`src/rtl/uart_txq_pkg.sv`:
```
package uart_txq_pkg;

  typedef enum logic [1:0] {
    ST_IDLE,
    ST_START,
    ST_DATA,
    ST_STOP
  } tx_state_e;

  // Index of the last data bit for a word-length code: 00 -> 4 ... 11 -> 7.
  function automatic logic [2:0] last_index(input logic [1:0] code);
    return 3'd4 + {1'b0, code};
  endfunction

  // Ring pointer advance with explicit wrap at an arbitrary depth.
  function automatic int unsigned ring_next(input int unsigned ptr, input int unsigned depth);
    return (ptr == depth - 1) ? 0 : ptr + 1;
  endfunction

endpackage

```
`src/rtl/txq_buffer.sv`:
```
module txq_buffer #(
  parameter int DEPTH  = 16,
  parameter int BYTE_W = 8,
  localparam int PTR_W = (DEPTH > 1) ? $clog2(DEPTH) : 1,
  localparam int LVL_W = $clog2(DEPTH + 1)
) (
  input  logic              clk,
  input  logic              rst_n,
  input  logic              deep_en,
  input  logic              push_req,
  input  logic [BYTE_W-1:0] push_byte,
  input  logic              pop,
  output logic [BYTE_W-1:0] head_byte,
  output logic [LVL_W-1:0]  level,
  output logic              avail,
  output logic              full,
  output logic              accept,
  output logic              drop
);
  import uart_txq_pkg::*;

  logic [BYTE_W-1:0] mem [DEPTH];
  logic [PTR_W-1:0]  wr_ptr, rd_ptr;
  logic [LVL_W-1:0]  cap;

  assign cap       = deep_en ? LVL_W'(DEPTH) : LVL_W'(1);
  assign full      = (level >= cap);
  assign avail     = (level != '0);
  assign accept    = push_req && (!full || pop);
  assign drop      = push_req && !accept;
  assign head_byte = mem[rd_ptr];

  always_ff @(posedge clk or negedge rst_n) begin
    if (!rst_n) begin
      wr_ptr <= '0;
      rd_ptr <= '0;
      level  <= '0;
    end else begin
      if (accept) wr_ptr <= PTR_W'(ring_next(int'(wr_ptr), DEPTH));
      if (pop)    rd_ptr <= PTR_W'(ring_next(int'(rd_ptr), DEPTH));
      level <= level + LVL_W'(accept) - LVL_W'(pop);
    end
  end

  always_ff @(posedge clk) begin
    if (accept) mem[wr_ptr] <= push_byte;
  end

endmodule

```
`src/rtl/txq_serializer.sv`:
```
module txq_serializer #(
  parameter int BYTE_W = 8
) (
  input  logic              clk,
  input  logic              rst_n,
  input  logic              go_ok,
  input  logic              avail,
  input  logic [BYTE_W-1:0] head_byte,
  input  logic [1:0]        wlen_code,
  input  logic              two_stop,
  input  logic              bit_tick,
  output logic              take,
  output logic              txd,
  output logic              busy
);
  import uart_txq_pkg::*;

  tx_state_e         state;
  logic [BYTE_W-1:0] shreg;
  logic [2:0]        bit_idx, last_idx;
  logic              two_q, stop_idx, txd_q;

  assign take = (state == ST_IDLE) && go_ok && avail;
  assign busy = (state != ST_IDLE);
  assign txd  = txd_q;

  always_ff @(posedge clk or negedge rst_n) begin
    if (!rst_n) begin
      state    <= ST_IDLE;
      txd_q    <= 1'b1;
      shreg    <= '0;
      bit_idx  <= '0;
      last_idx <= '0;
      two_q    <= 1'b0;
      stop_idx <= 1'b0;
    end else begin
      case (state)
        ST_IDLE: if (take) begin
          state    <= ST_START;
          txd_q    <= 1'b0;
          shreg    <= head_byte;
          last_idx <= last_index(wlen_code);
          two_q    <= two_stop;
        end
        ST_START: if (bit_tick) begin
          state   <= ST_DATA;
          txd_q   <= shreg[0];
          shreg   <= shreg >> 1;
          bit_idx <= '0;
        end
        ST_DATA: if (bit_tick) begin
          if (bit_idx == last_idx) begin
            state    <= ST_STOP;
            txd_q    <= 1'b1;
            stop_idx <= 1'b0;
          end else begin
            txd_q   <= shreg[0];
            shreg   <= shreg >> 1;
            bit_idx <= bit_idx + 3'd1;
          end
        end
        ST_STOP: if (bit_tick) begin
          if (stop_idx == two_q) state <= ST_IDLE;
          else                   stop_idx <= 1'b1;
        end
        default: state <= ST_IDLE;
      endcase
    end
  end

endmodule

```
`src/rtl/uart_txq.sv`:
```
module uart_txq #(
  parameter int DEPTH = 16,
  parameter int WR_W  = 32,
  localparam int BYTE_W = 8,
  localparam int THR_W  = (DEPTH > 1) ? $clog2(DEPTH) : 1,
  localparam int LVL_W  = $clog2(DEPTH + 1)
) (
  input  logic             clk,
  input  logic             rst_n,
  input  logic [WR_W-1:0]  wr_data,
  input  logic             wr_en,
  input  logic             ctl_on,
  input  logic             ctl_tx_on,
  input  logic [1:0]       ctl_wlen,
  input  logic             ctl_two_stop,
  input  logic             ctl_q_en,
  input  logic [THR_W-1:0] ctl_thresh,
  input  logic             bit_tick,
  output logic             txd,
  output logic             busy,
  output logic             full,
  output logic             below_thresh,
  output logic             overflow
);

  logic [BYTE_W-1:0] head_w;
  logic [LVL_W-1:0]  level_w;
  logic              avail_w, take_w, accept_w, drop_w, go_w;

  assign go_w = ctl_on && ctl_tx_on;

  txq_buffer #(.DEPTH(DEPTH), .BYTE_W(BYTE_W)) u_buf (
    .clk       (clk),
    .rst_n     (rst_n),
    .deep_en   (ctl_q_en),
    .push_req  (wr_en),
    .push_byte (wr_data[BYTE_W-1:0]),
    .pop       (take_w),
    .head_byte (head_w),
    .level     (level_w),
    .avail     (avail_w),
    .full      (full),
    .accept    (accept_w),
    .drop      (drop_w)
  );

  txq_serializer #(.BYTE_W(BYTE_W)) u_ser (
    .clk       (clk),
    .rst_n     (rst_n),
    .go_ok     (go_w),
    .avail     (avail_w),
    .head_byte (head_w),
    .wlen_code (ctl_wlen),
    .two_stop  (ctl_two_stop),
    .bit_tick  (bit_tick),
    .take      (take_w),
    .txd       (txd),
    .busy      (busy)
  );

  assign below_thresh = (level_w <= LVL_W'(ctl_thresh));

  always_ff @(posedge clk or negedge rst_n) begin
    if (!rst_n) overflow <= 1'b0;
    else if (drop_w) overflow <= 1'b1;
  end

endmodule

```
`config.mk`:
```
export PLATFORM = sky130hd
export DESIGN_NAME = uart_txq
export DESIGN_NICKNAME = d
export VERILOG_FILES = /design/src/rtl/uart_txq_pkg.sv /design/src/rtl/txq_buffer.sv /design/src/rtl/txq_serializer.sv /design/src/rtl/uart_txq.sv
export SDC_FILE = /design/constraint.sdc
export NUM_CORES = 1
export LEC_CHECK = 0
export BUFFER_PORTS_ARGS = -buffer_cell sky130_fd_sc_hd__buf_2
export CORE_ASPECT_RATIO = 1.4
export CORE_MARGIN = 8
export CORE_UTILIZATION = 50
export DETAILED_ROUTE_END_ITERATION = 10
export PLACE_DENSITY = 0.75
export RECOVER_POWER = 50
export REMOVE_ABC_BUFFERS = 1
export SYNTH_ARGS = -nofsm -noshare
export SYNTH_HDL_FRONTEND = slang
export SYNTH_SLANG_ARGS = --single-unit
export TNS_END_PERCENT = 100
```
`constraint.sdc`:
```
create_clock -name clk -period 2.9 [get_ports clk]
set_input_delay 0 -clock clk [delete_from_list [all_inputs] [get_ports clk]]
set_output_delay 0 -clock clk [all_outputs]
set_load 0.1 [all_outputs]
```
==> results of run 1 <==
## routing by layer
metal  vias up  routed length (µm)  track usage [%]
met3         8                 656            3.106
met4         0                 184            5.630
met2        96                7681            29.90
li1       1818                   -                -
met5         -                   0                0
met1      1953                5326            19.57
## flip-flops by register name, indices dropped and copies added (netlist names)
name and cells:
u_ser.last_idx 3, u_ser.shreg 8, u_ser.state 2, u_buf.level 5
u_ser.txd 1, overflow 1, u_ser.two_q 1, u_ser.stop_idx 1
u_ser.bit_idx 3, u_buf.wr_ptr 4, u_buf.rd_ptr 4, u_buf.mem 128
## power groups by stage
stage	clock network (mW)	registers (mW)	logic (mW)
after global placement	0	3.14	2.61
after floorplan	0	3.21	1.93
after global routing	2.30	3.15	3.06
after CTS	2.20	3.12	2.75
final	2.17	3.11	2.76
after detailed placement	0	3.16	2.72
## cells in the mapped netlist, types with 5 or more instances
master,instances,area [µm²]
sky130_fd_sc_hd__edfxtp_1,128,3844
sky130_fd_sc_hd__nand2_1,37,138.9
sky130_fd_sc_hd__dfrtp_1,32,800.8
sky130_fd_sc_hd__ha_1,25,312.8
sky130_fd_sc_hd__inv_1,23,86.33
sky130_fd_sc_hd__mux4_2,17,382.9
sky130_fd_sc_hd__o21ai_0,15,75.07
sky130_fd_sc_hd__nor2_1,14,52.55
sky130_fd_sc_hd__mux2_2,10,112.6
sky130_fd_sc_hd__mux4_1,9,236.5
sky130_fd_sc_hd__a21oi_1,8,40.04
sky130_fd_sc_hd__and2_1,8,50.05
sky130_fd_sc_hd__nand3_1,8,40.04
sky130_fd_sc_hd__xnor2_1,7,61.31
sky130_fd_sc_hd__a221oi_1,6,52.55
sky130_fd_sc_hd__a22oi_1,6,45.04
sky130_fd_sc_hd__nand2b_1,6,37.54
sky130_fd_sc_hd__and3_1,5,31.28
sky130_fd_sc_hd__buf_2,5,25.02
sky130_fd_sc_hd__buf_6,5,56.30
sky130_fd_sc_hd__clkbuf_1,5,18.77
sky130_fd_sc_hd__nor2b_1,5,31.28
## metrics by stage
stage | util [%] | instances | setup TNS, ps | power [mW]
floorplan | - | 429 | 0 | 5.134
detailed placement | 53.21 | 649 | 0 | 5.881
global placement | 53.21 | 649 | 0 | 5.747
finish | 58.44 | 696 | 0 | 8.043
CTS | 58.36 | 694 | 0 | 8.070
global route | 58.44 | 696 | -7.423 | 8.515
## what timing repair did
item / 4_1_cts / 5_1_grt
buffers inserted: 0 / 2
hold endpoints to repair: 163 / 0
endpoints found under the setup margin: 0 / 1
gates resized for setup: 0 / 4
hold buffers: 14 / 0
## how the worst min path moves through the flow
stage / end / slack (ps) / start / cells past startpoint
floorplan: overflow$_DFFE_PN0P_ / -300 / rst_n / 0
global placement: u_ser.bit_idx[2]$_DFFE_PN0P_ / 100 / rst_n / 1
detailed placement: u_ser.bit_idx[2]$_DFFE_PN0P_ / 120 / rst_n / 1
CTS: u_ser.last_idx[2]$_DFFE_PN0P_ / 180 / ctl_tx_on / 5
global route: u_ser.last_idx[2]$_DFFE_PN0P_ / 250 / ctl_tx_on / 5
finish: u_ser.last_idx[2]$_DFFE_PN0P_ / 230 / ctl_tx_on / 5
## cell type report
type	instances	area [µm²]
Multi-Input combinational cell	244	2207
Clock inverter	14	150.1
Clock buffer	17	425.4
Timing Repair Buffer	51	351.6
Inverter	24	90.09
Sequential cell	161	4673
Tap cell	185	231.5
Fill cell	1060	5782
## cells in the final DEF (no fill, tap or decap), types with 8 or more instances in the layout
master	n
sky130_fd_sc_hd__edfxtp_1	128
sky130_fd_sc_hd__nand2_1	37
sky130_fd_sc_hd__dfrtp_1	30
sky130_fd_sc_hd__ha_1	24
sky130_fd_sc_hd__inv_1	22
sky130_fd_sc_hd__mux4_2	17
sky130_fd_sc_hd__clkbuf_16	17
sky130_fd_sc_hd__o21ai_0	15
sky130_fd_sc_hd__buf_2	15
sky130_fd_sc_hd__nor2_1	14
sky130_fd_sc_hd__dlygate4sd3_1	14
sky130_fd_sc_hd__clkbuf_1	11
sky130_fd_sc_hd__mux2_2	10
sky130_fd_sc_hd__buf_4	10
sky130_fd_sc_hd__mux4_1	9
sky130_fd_sc_hd__nand3_1	8
sky130_fd_sc_hd__a21oi_1	8
sky130_fd_sc_hd__and2_1	8
## kinds of logic after synthesis
logic type	count (synthesis)
and+or+nand+nor	100
xor gates and xnor gates	10
AOI/OAI and AO/OA	64
muxes	44
DFF	161
adders and majority gates	26
buffers and inverters	43
## worst reg2reg max path: stages, from the launching register on
cell and delay [ps]:
sky130_fd_sc_hd__dfrtp_1 430, sky130_fd_sc_hd__inv_1 110, sky130_fd_sc_hd__ha_2 220, sky130_fd_sc_hd__nand3_1 90
sky130_fd_sc_hd__or2_1 270, sky130_fd_sc_hd__o21a_4 170, sky130_fd_sc_hd__nand2b_1 190, sky130_fd_sc_hd__inv_1 70
sky130_fd_sc_hd__ha_1 160, sky130_fd_sc_hd__inv_1 50, sky130_fd_sc_hd__fa_1 400, sky130_fd_sc_hd__nor2_1 110
sky130_fd_sc_hd__nor2_1 50, sky130_fd_sc_hd__nor2_1 80, sky130_fd_sc_hd__nor2_1 60, sky130_fd_sc_hd__xnor2_1 110
==> summary by stage, run 1 <==
Logic synthesis
Dividing the synthesized area by the synthesized cell count gives 15.84 µm². In this run, synthesis inferred 128 flip-flops with an integrated enable. The most used flip-flop cell after synthesis is sky130_fd_sc_hd__edfxtp_1.

The post-synthesis async set-or-reset flop share is 20.50%. The number of cells produced by synthesis is 448. The register bit total from synthesis is 161. The post-synthesis cell type count is 59.

The complex-gate fraction of the synthesized area is 6.437%. The fraction of the yosys area taken by sequential cells is 65.84%. The Yosys step of the flow raised 0 warnings. Summing the areas of all xor and xnor instances in the mapped netlist gives 1.235% of the synthesized area. Measured against the total synthesized area, the mux share comes to 11.52%. The synthesized netlist devotes 4.691% of its cell area to adder and majority cells. By area, the combinational part of the netlist is dominated by multiplexers. The basic-gate share of the synthesized area counting and, or, nand and nor cells is 7.108%. The summed instance area of the synthesized netlist is 7094 µm².

Route
The first TritonRoute pass finished after 5 iterations. The total wirelength of the detailed-routed design is 13850 µm. The count of nets left with antenna violations after detail routing is 0.

The detailed-route DRC error count is 0. After detailed routing, the number of vias per cell comes to 5.568. The violation count after the first detailed-route iteration is 288. The final route contains 3875 vias.

Dividing the detail-routed wire length by the instance count gives 19.90 µm.

Power
For this design the total switching power over the nets is 2.830 mW. For this design the ratio of total power to cell area is 989.4 nW/µm². The switching share of total power is 35.19%. The clock network burns 27.0% of the power. The part of the total power dissipated in sequential elements is 38.7%. The internal portion of the total power is 5.213 mW. The leakage power is 2.973 nW. Of the total power, combinational logic draws 34.3%. The worst voltage drop across the vdd grid is 0.0008114 V.

Critical path
The most repeated library cell on the critical path is sky130_fd_sc_hd__nor2_1. The worst setup path is launched from a register. The required time of the worst setup path is 3200 ps. The critical-path cell with the highest stage delay is sky130_fd_sc_hd__dfrtp_1. Of all nets on the critical path, the largest fanout is 8.

The critical path goes through inv_1 > ha_2 > nand3_1 > or2_1 > o21a_4 > nand2b_1 > inv_1 > ha_1 > inv_1 > fa_1 > nor2_1 > nor2_1 > nor2_1 > nor2_1 > xnor2_1. In this run the worst setup path terminates at u_buf.level[4]$_DFF_PN0_. Counting buffers and inverters, the worst setup path is 15 cells deep. The flop-to-flop setup slack is 230 ps.

Counting cells, the worst reg-to-reg path comes to 15. The beginning of the worst register-to-register path is u_ser.state[0]$_DFFE_PN0P_. The family of cells with the greatest summed delay on the critical path is simple AND/OR/NAND/NOR gates. Data on the critical path arrives at its endpoint at 2970 ps. The nature of the critical path endpoint is a register. The end of the worst register-to-register path is u_buf.level[4]$_DFF_PN0_. For this run, the slowest stage of the critical path takes 430 ps.

The count of buffer and inverter cells on the critical path is 3. The type of the setup path with the least slack is reg -> reg. The launch point of the worst path is u_ser.state[0]$_DFFE_PN0P_.

STA
The maximum clock frequency is 374.0 MHz. Hold is met by 231.3 ps. The worst path needs 2674 ps of the cycle, external delays included.

The final number of max-transition violations is 34. Headroom to the max-slew limit came out at -18.94%. The clock skew is 18.43 ps. Once routing completed, OpenROAD measured the worst setup slack at 226.4 ps. At the pin with the least slew margin, the transition time is 1784 ps. The ratio of final minimum period to clock period is 92.19%. The number of failing hold endpoints at the final stage is 0. The setup-violating endpoint count in the final report is 0.

Cells and area
The net total in the final layout is 571. The final standard cell area without fillers is 8129 µm². The number of diodes is 0.

The post-synthesis to final-layout area growth is 14.59%. The post-route netlist has 19.18% of its cells at a drive strength greater than 1.

Floorplanning
The initial utilization of the core area, before any placement, comes to 51.00%. Measured along the y axis, the die boundary spans 156.9 µm. In this run the horizontal extent of the chip is 116.7 µm.

The floorplan step defined a die boundary enclosing 18310 µm². The initialized floorplan defines 51 standard-cell rows. The number of primary I/O pins is 51.

The core footprint is 13910 µm².

Clock network
CTS placed an instance of sky130_fd_sc_hd__clkbuf_16 at the clock tree root. The CTS tree is done. The clock sink total is 161. The clock insertion delay at the later pin of the skew report is 420 ps. Counting the buffers created by CTS gives 17. The clock-pin transition on the worst setup and hold timing paths is 70 ps. The number of buffers between clock root and the deepest sink is 2. The clock tree synthesis step divided the H-tree into 4 levels.

Flow run
Across the run, the number of max-cap violations was 1.

Global routing
The all-layer global routing usage is 16.71%. The wire length of the first global-routing pass is 22550 µm. Entering global routing, the biggest net connects 44 pins. The initial antenna violation count is 0. The number of global-route vias before repair came to 4160. The remaining global-route overflow is 0.

Placement
Buffers placed on the I/O ports in this run total 26. After detailed placement, the total cell area comes to 7402 µm². The worst slack at placement is 169.0 ps. The global placer's final weighted congestion is 0.7561. The placed wire-length estimate is 9203 µm.

Outcome
The final reports fail on capacitance limit, slew limit. The run finished, with violations left.

Worst hold path
The class of the tightest hold or removal check is in -> reg.
Note: power is estimated with default switching activity, not from simulation.
==> run 2, diff against run 1 <==
- ABC_CLOCK_PERIOD_IN_PS: default -> 2700
- GPL_TIMING_DRIVEN: default -> 0
- clock period: 2.9 -> 2.7 ns (I/O delays scaled with it)
==> run 2 against run 1 <==
Net effect:
- the run still ends with capacitance limit, slew limit left
- combinational power rose by 9.8%
- clock skew fell by 8.5 ps
- count of clock-buffer cells in the layout rose by 1
- largest cell class unchanged
- flip-flop and latch count did not move
==> summary by stage, run 2 (synthesized netlist as in run 1, its figures left out) <==
STA
The clock period minus final worst setup slack is 2673 ps (-0.8724 ps). Setup repair after global routing could not meet its margin everywhere. The number of failing hold endpoints at the final stage is 0 (unchanged). The measured slew at the worst slew-check pin came to 1819 ps (+35.30 ps). The normalized max-slew margin came to -21.29% (-2.4 points). The clock skew is 9.931 ps (-8.500 ps).

The maximum clock frequency is 374.2 MHz (about the same). The ratio of final minimum period to clock period was 98.99% (+6.8 points). The accumulated negative setup slack came to 0 ps (unchanged). The setup-violating endpoint count in the final report was 0 (unchanged). The final number of max-transition violations came to 34 (unchanged).

Cells and area
The sequential standard cell area came to 4676 µm² (about the same). The number of diodes is 0 (unchanged). Counting flops per register, the top entry is u_buf.mem. The final core area utilization is 58.98% (+0.54 points). The number of flip-flops under the largest register name is 128 (unchanged). The post-synthesis to final-layout area growth is 15.64%. The leading cell type in the layout, fill and taps excluded is sky130_fd_sc_hd__edfxtp_1. The largest registers in the layout are u_buf.mem: 128 flops, u_ser.shreg: 8 flops, u_buf.level: 5 flops. The combined area of the multi-input logic cells is 2288 µm² (+3.7%). In the layout the commonest cells are sky130_fd_sc_hd__edfxtp_1, sky130_fd_sc_hd__nand2_1, sky130_fd_sc_hd__dfrtp_1. The share of post-route cells with drive strength above 1 is 23.08% (+3.9 points). The net total in the final layout is 566 (-0.88%). The final non-filler cell total is 692 (-0.57%). The number of fill cells in the layout is 1025 (-3.3%).

Power
The part of the total power dissipated in combinational logic was 33.9% (-0.4 points). The leakage power came to 2.975 nW (about the same). The total design power was 8.942 mW (+11%).

The switching power total came to 3.184 mW (+12%). The part of the total power dissipated in sequential elements is 39.0% (+0.3 points). The total power density per cell area is 1090 nW/µm² (+10%). The worst voltage drop across the vdd grid came to 0.0006837 V (-16%).

The part of the total power dissipated in the clock network is 27.2% (+0.2 points). The internal power summed over all cells is 5.758 mW (+10%). The switching share of total power is 35.61% (+0.42 points).

Floorplanning
The number of primary I/O pins is 51 (unchanged). The x dimension of the die is 116.7 µm (unchanged). The floorplan die area is 18310 µm² (unchanged).

The initial standard-cell utilization of the core is 51.00% (unchanged). The die outline height came to 156.9 µm (unchanged). The core footprint is 13910 µm² (unchanged). The standard-cell row count was 51 (unchanged).

Critical path
The worst setup path is captured at a register. The type of the setup path with the least slack is reg -> reg. STA classifies the critical path startpoint as a register. The worst path arrival time is 2730 ps (-240 ps).

The required time of the worst setup path came to 2760 ps (-440 ps). The largest driver fanout on the critical path was 8 (unchanged).

Clock network
The number of buffers inserted during clock tree synthesis was 17 (unchanged). The clock insertion delay at the later pin of the skew report is 430 ps (about the same). The root buffer cell chosen for the clock tree is sky130_fd_sc_hd__clkbuf_16.

The number of levels the H-tree was split into is 4 (unchanged). The number of buffers between clock root and the deepest sink is 2 (unchanged). The CTS tree is done. The clock-pin transition on the worst setup and hold timing paths is 70 ps (about the same). The clock sink total was 161 (unchanged).

Placement
The count of buffers inserted at the top-level ports is 26 (unchanged). The global placer's final weighted congestion is 0.7957 (+5.2%). The cell count after placement is 641 (-1.2%). The placed wire-length estimate was 9425 µm (+2.4%).

Global routing
The initial antenna violation count came to 0 (unchanged). The remaining global-route overflow is 0 (unchanged). The largest net degree at the start of global routing came to 34 (-23%). The wire length of the first global-routing pass is 23650 µm (+4.9%).

The number of global-route vias before repair was 4278 (+2.8%). The all-layer global routing usage is 17.59% (+0.89 points).

Flow run
The number of maximum-capacitance violations is 1 (unchanged).

Route
The number of vias per cell is 5.855 (+5.2%). The post-detailed-route wirelength per cell came to 21.16 µm (+6.3%). The detailed-route DRC error count is 0 (unchanged). The count of nets left with antenna violations after detail routing is 0 (unchanged). The number of iterations in the first detailed-routing pass came to 5 (unchanged). The violation count after the first detailed-route iteration came to 407 (+41%). The number of vias after detailed routing is 4052 (+4.6%). The total wirelength of the detailed-routed design was 14640 µm (+5.7%).

Outcome
The final reports fail on capacitance limit, slew limit. The run finished, with violations left.

Worst hold path
The class of the tightest hold or removal check is in -> reg.
==> run 2: per-layer routing <==
metal,vias up,GRT usage [%],share of wire (%)
met1,2074,19.76,37
met3,31,4.141,4.8
li1,1816,-,-
met2,131,30.51,56
met4,0,8.752,2.8
met5,-,0,0
==> run 2: power by group through the flow <==
| stage | sequential [mW] | clock [mW] | combinational [mW] |
|---|---|---|---|
| 2_1_floorplan | 3.44 | 0 | 2.07 |
| 4_1_cts | 3.47 | 2.45 | 2.99 |
| 3_3_place_gp | 3.55 | 0 | 2.63 |
| 3_5_place_dp | 3.51 | 0 | 2.84 |
| 6_report | 3.48 | 2.43 | 3.03 |
| 5_1_grt | 3.54 | 2.57 | 3.31 |
==> run 2: repair_timing <==
item | CTS | global route
buffers inserted | 5 | 0
hold endpoints to repair | 162 | 0
endpoints found under the setup margin | 116 | 89
hold buffers | 14 | 0
pin swaps | 1 | 2
resized for setup | 15 | 17
==> run 2: critical path, stage by stage, from the launching register on <==
cell                       delay, ps
sky130_fd_sc_hd__dfrtp_1         410
sky130_fd_sc_hd__inv_2            80
sky130_fd_sc_hd__ha_1            280
sky130_fd_sc_hd__nand3b_1         90
sky130_fd_sc_hd__a41oi_1         150
sky130_fd_sc_hd__o21a_4          260
sky130_fd_sc_hd__or2_1           350
sky130_fd_sc_hd__nor3b_2         680
==> run 2: through the flow <==
stage | setup slack [ps] | hold slack (ps) | cell area [µm²]
finish | 27.30 | 126.6 | 8204
global route | -121.7 | 148.2 | 8204
detailed placement | -704.2 | 109.1 | 7342
CTS | -12.18 | 110.0 | 8178
global placement | -658.9 | 99.66 | 7321
floorplan | 24.51 | -295.6 | 6959
==> run 2: cell type report <==
class | instances | area share, %
clock buffers | 18 | 5.231
clock inverters | 14 | 2.044
inverters | 24 | 1.159
multi-input cells | 244 | 27.89
flip-flops and latches | 161 | 56.99
well taps | 185 | 2.821
repair buffers | 46 | 3.858
==> run 2: worst paths after layout <==
kind                                          start                             to  slack, ps  cells past startpoint
setup / recovery           u_buf.level[0]$_DFF_PN0_      u_buf.mem[6][6]$_DFFE_PP_         30                      7
hold / removal                               ctl_on        u_ser.two_q$_DFFE_PN0P_        130                      6
setup reg to reg           u_buf.level[0]$_DFF_PN0_      u_buf.mem[6][6]$_DFFE_PP_         30                      7
hold reg to reg                overflow$_DFFE_PN0P_           overflow$_DFFE_PN0P_        460                      1
max in group asynchronous                     rst_n    u_buf.rd_ptr[0]$_DFFE_PN0P_        910                      2
min in group asynchronous                     rst_n  u_ser.last_idx[2]$_DFFE_PN0P_        600                      2
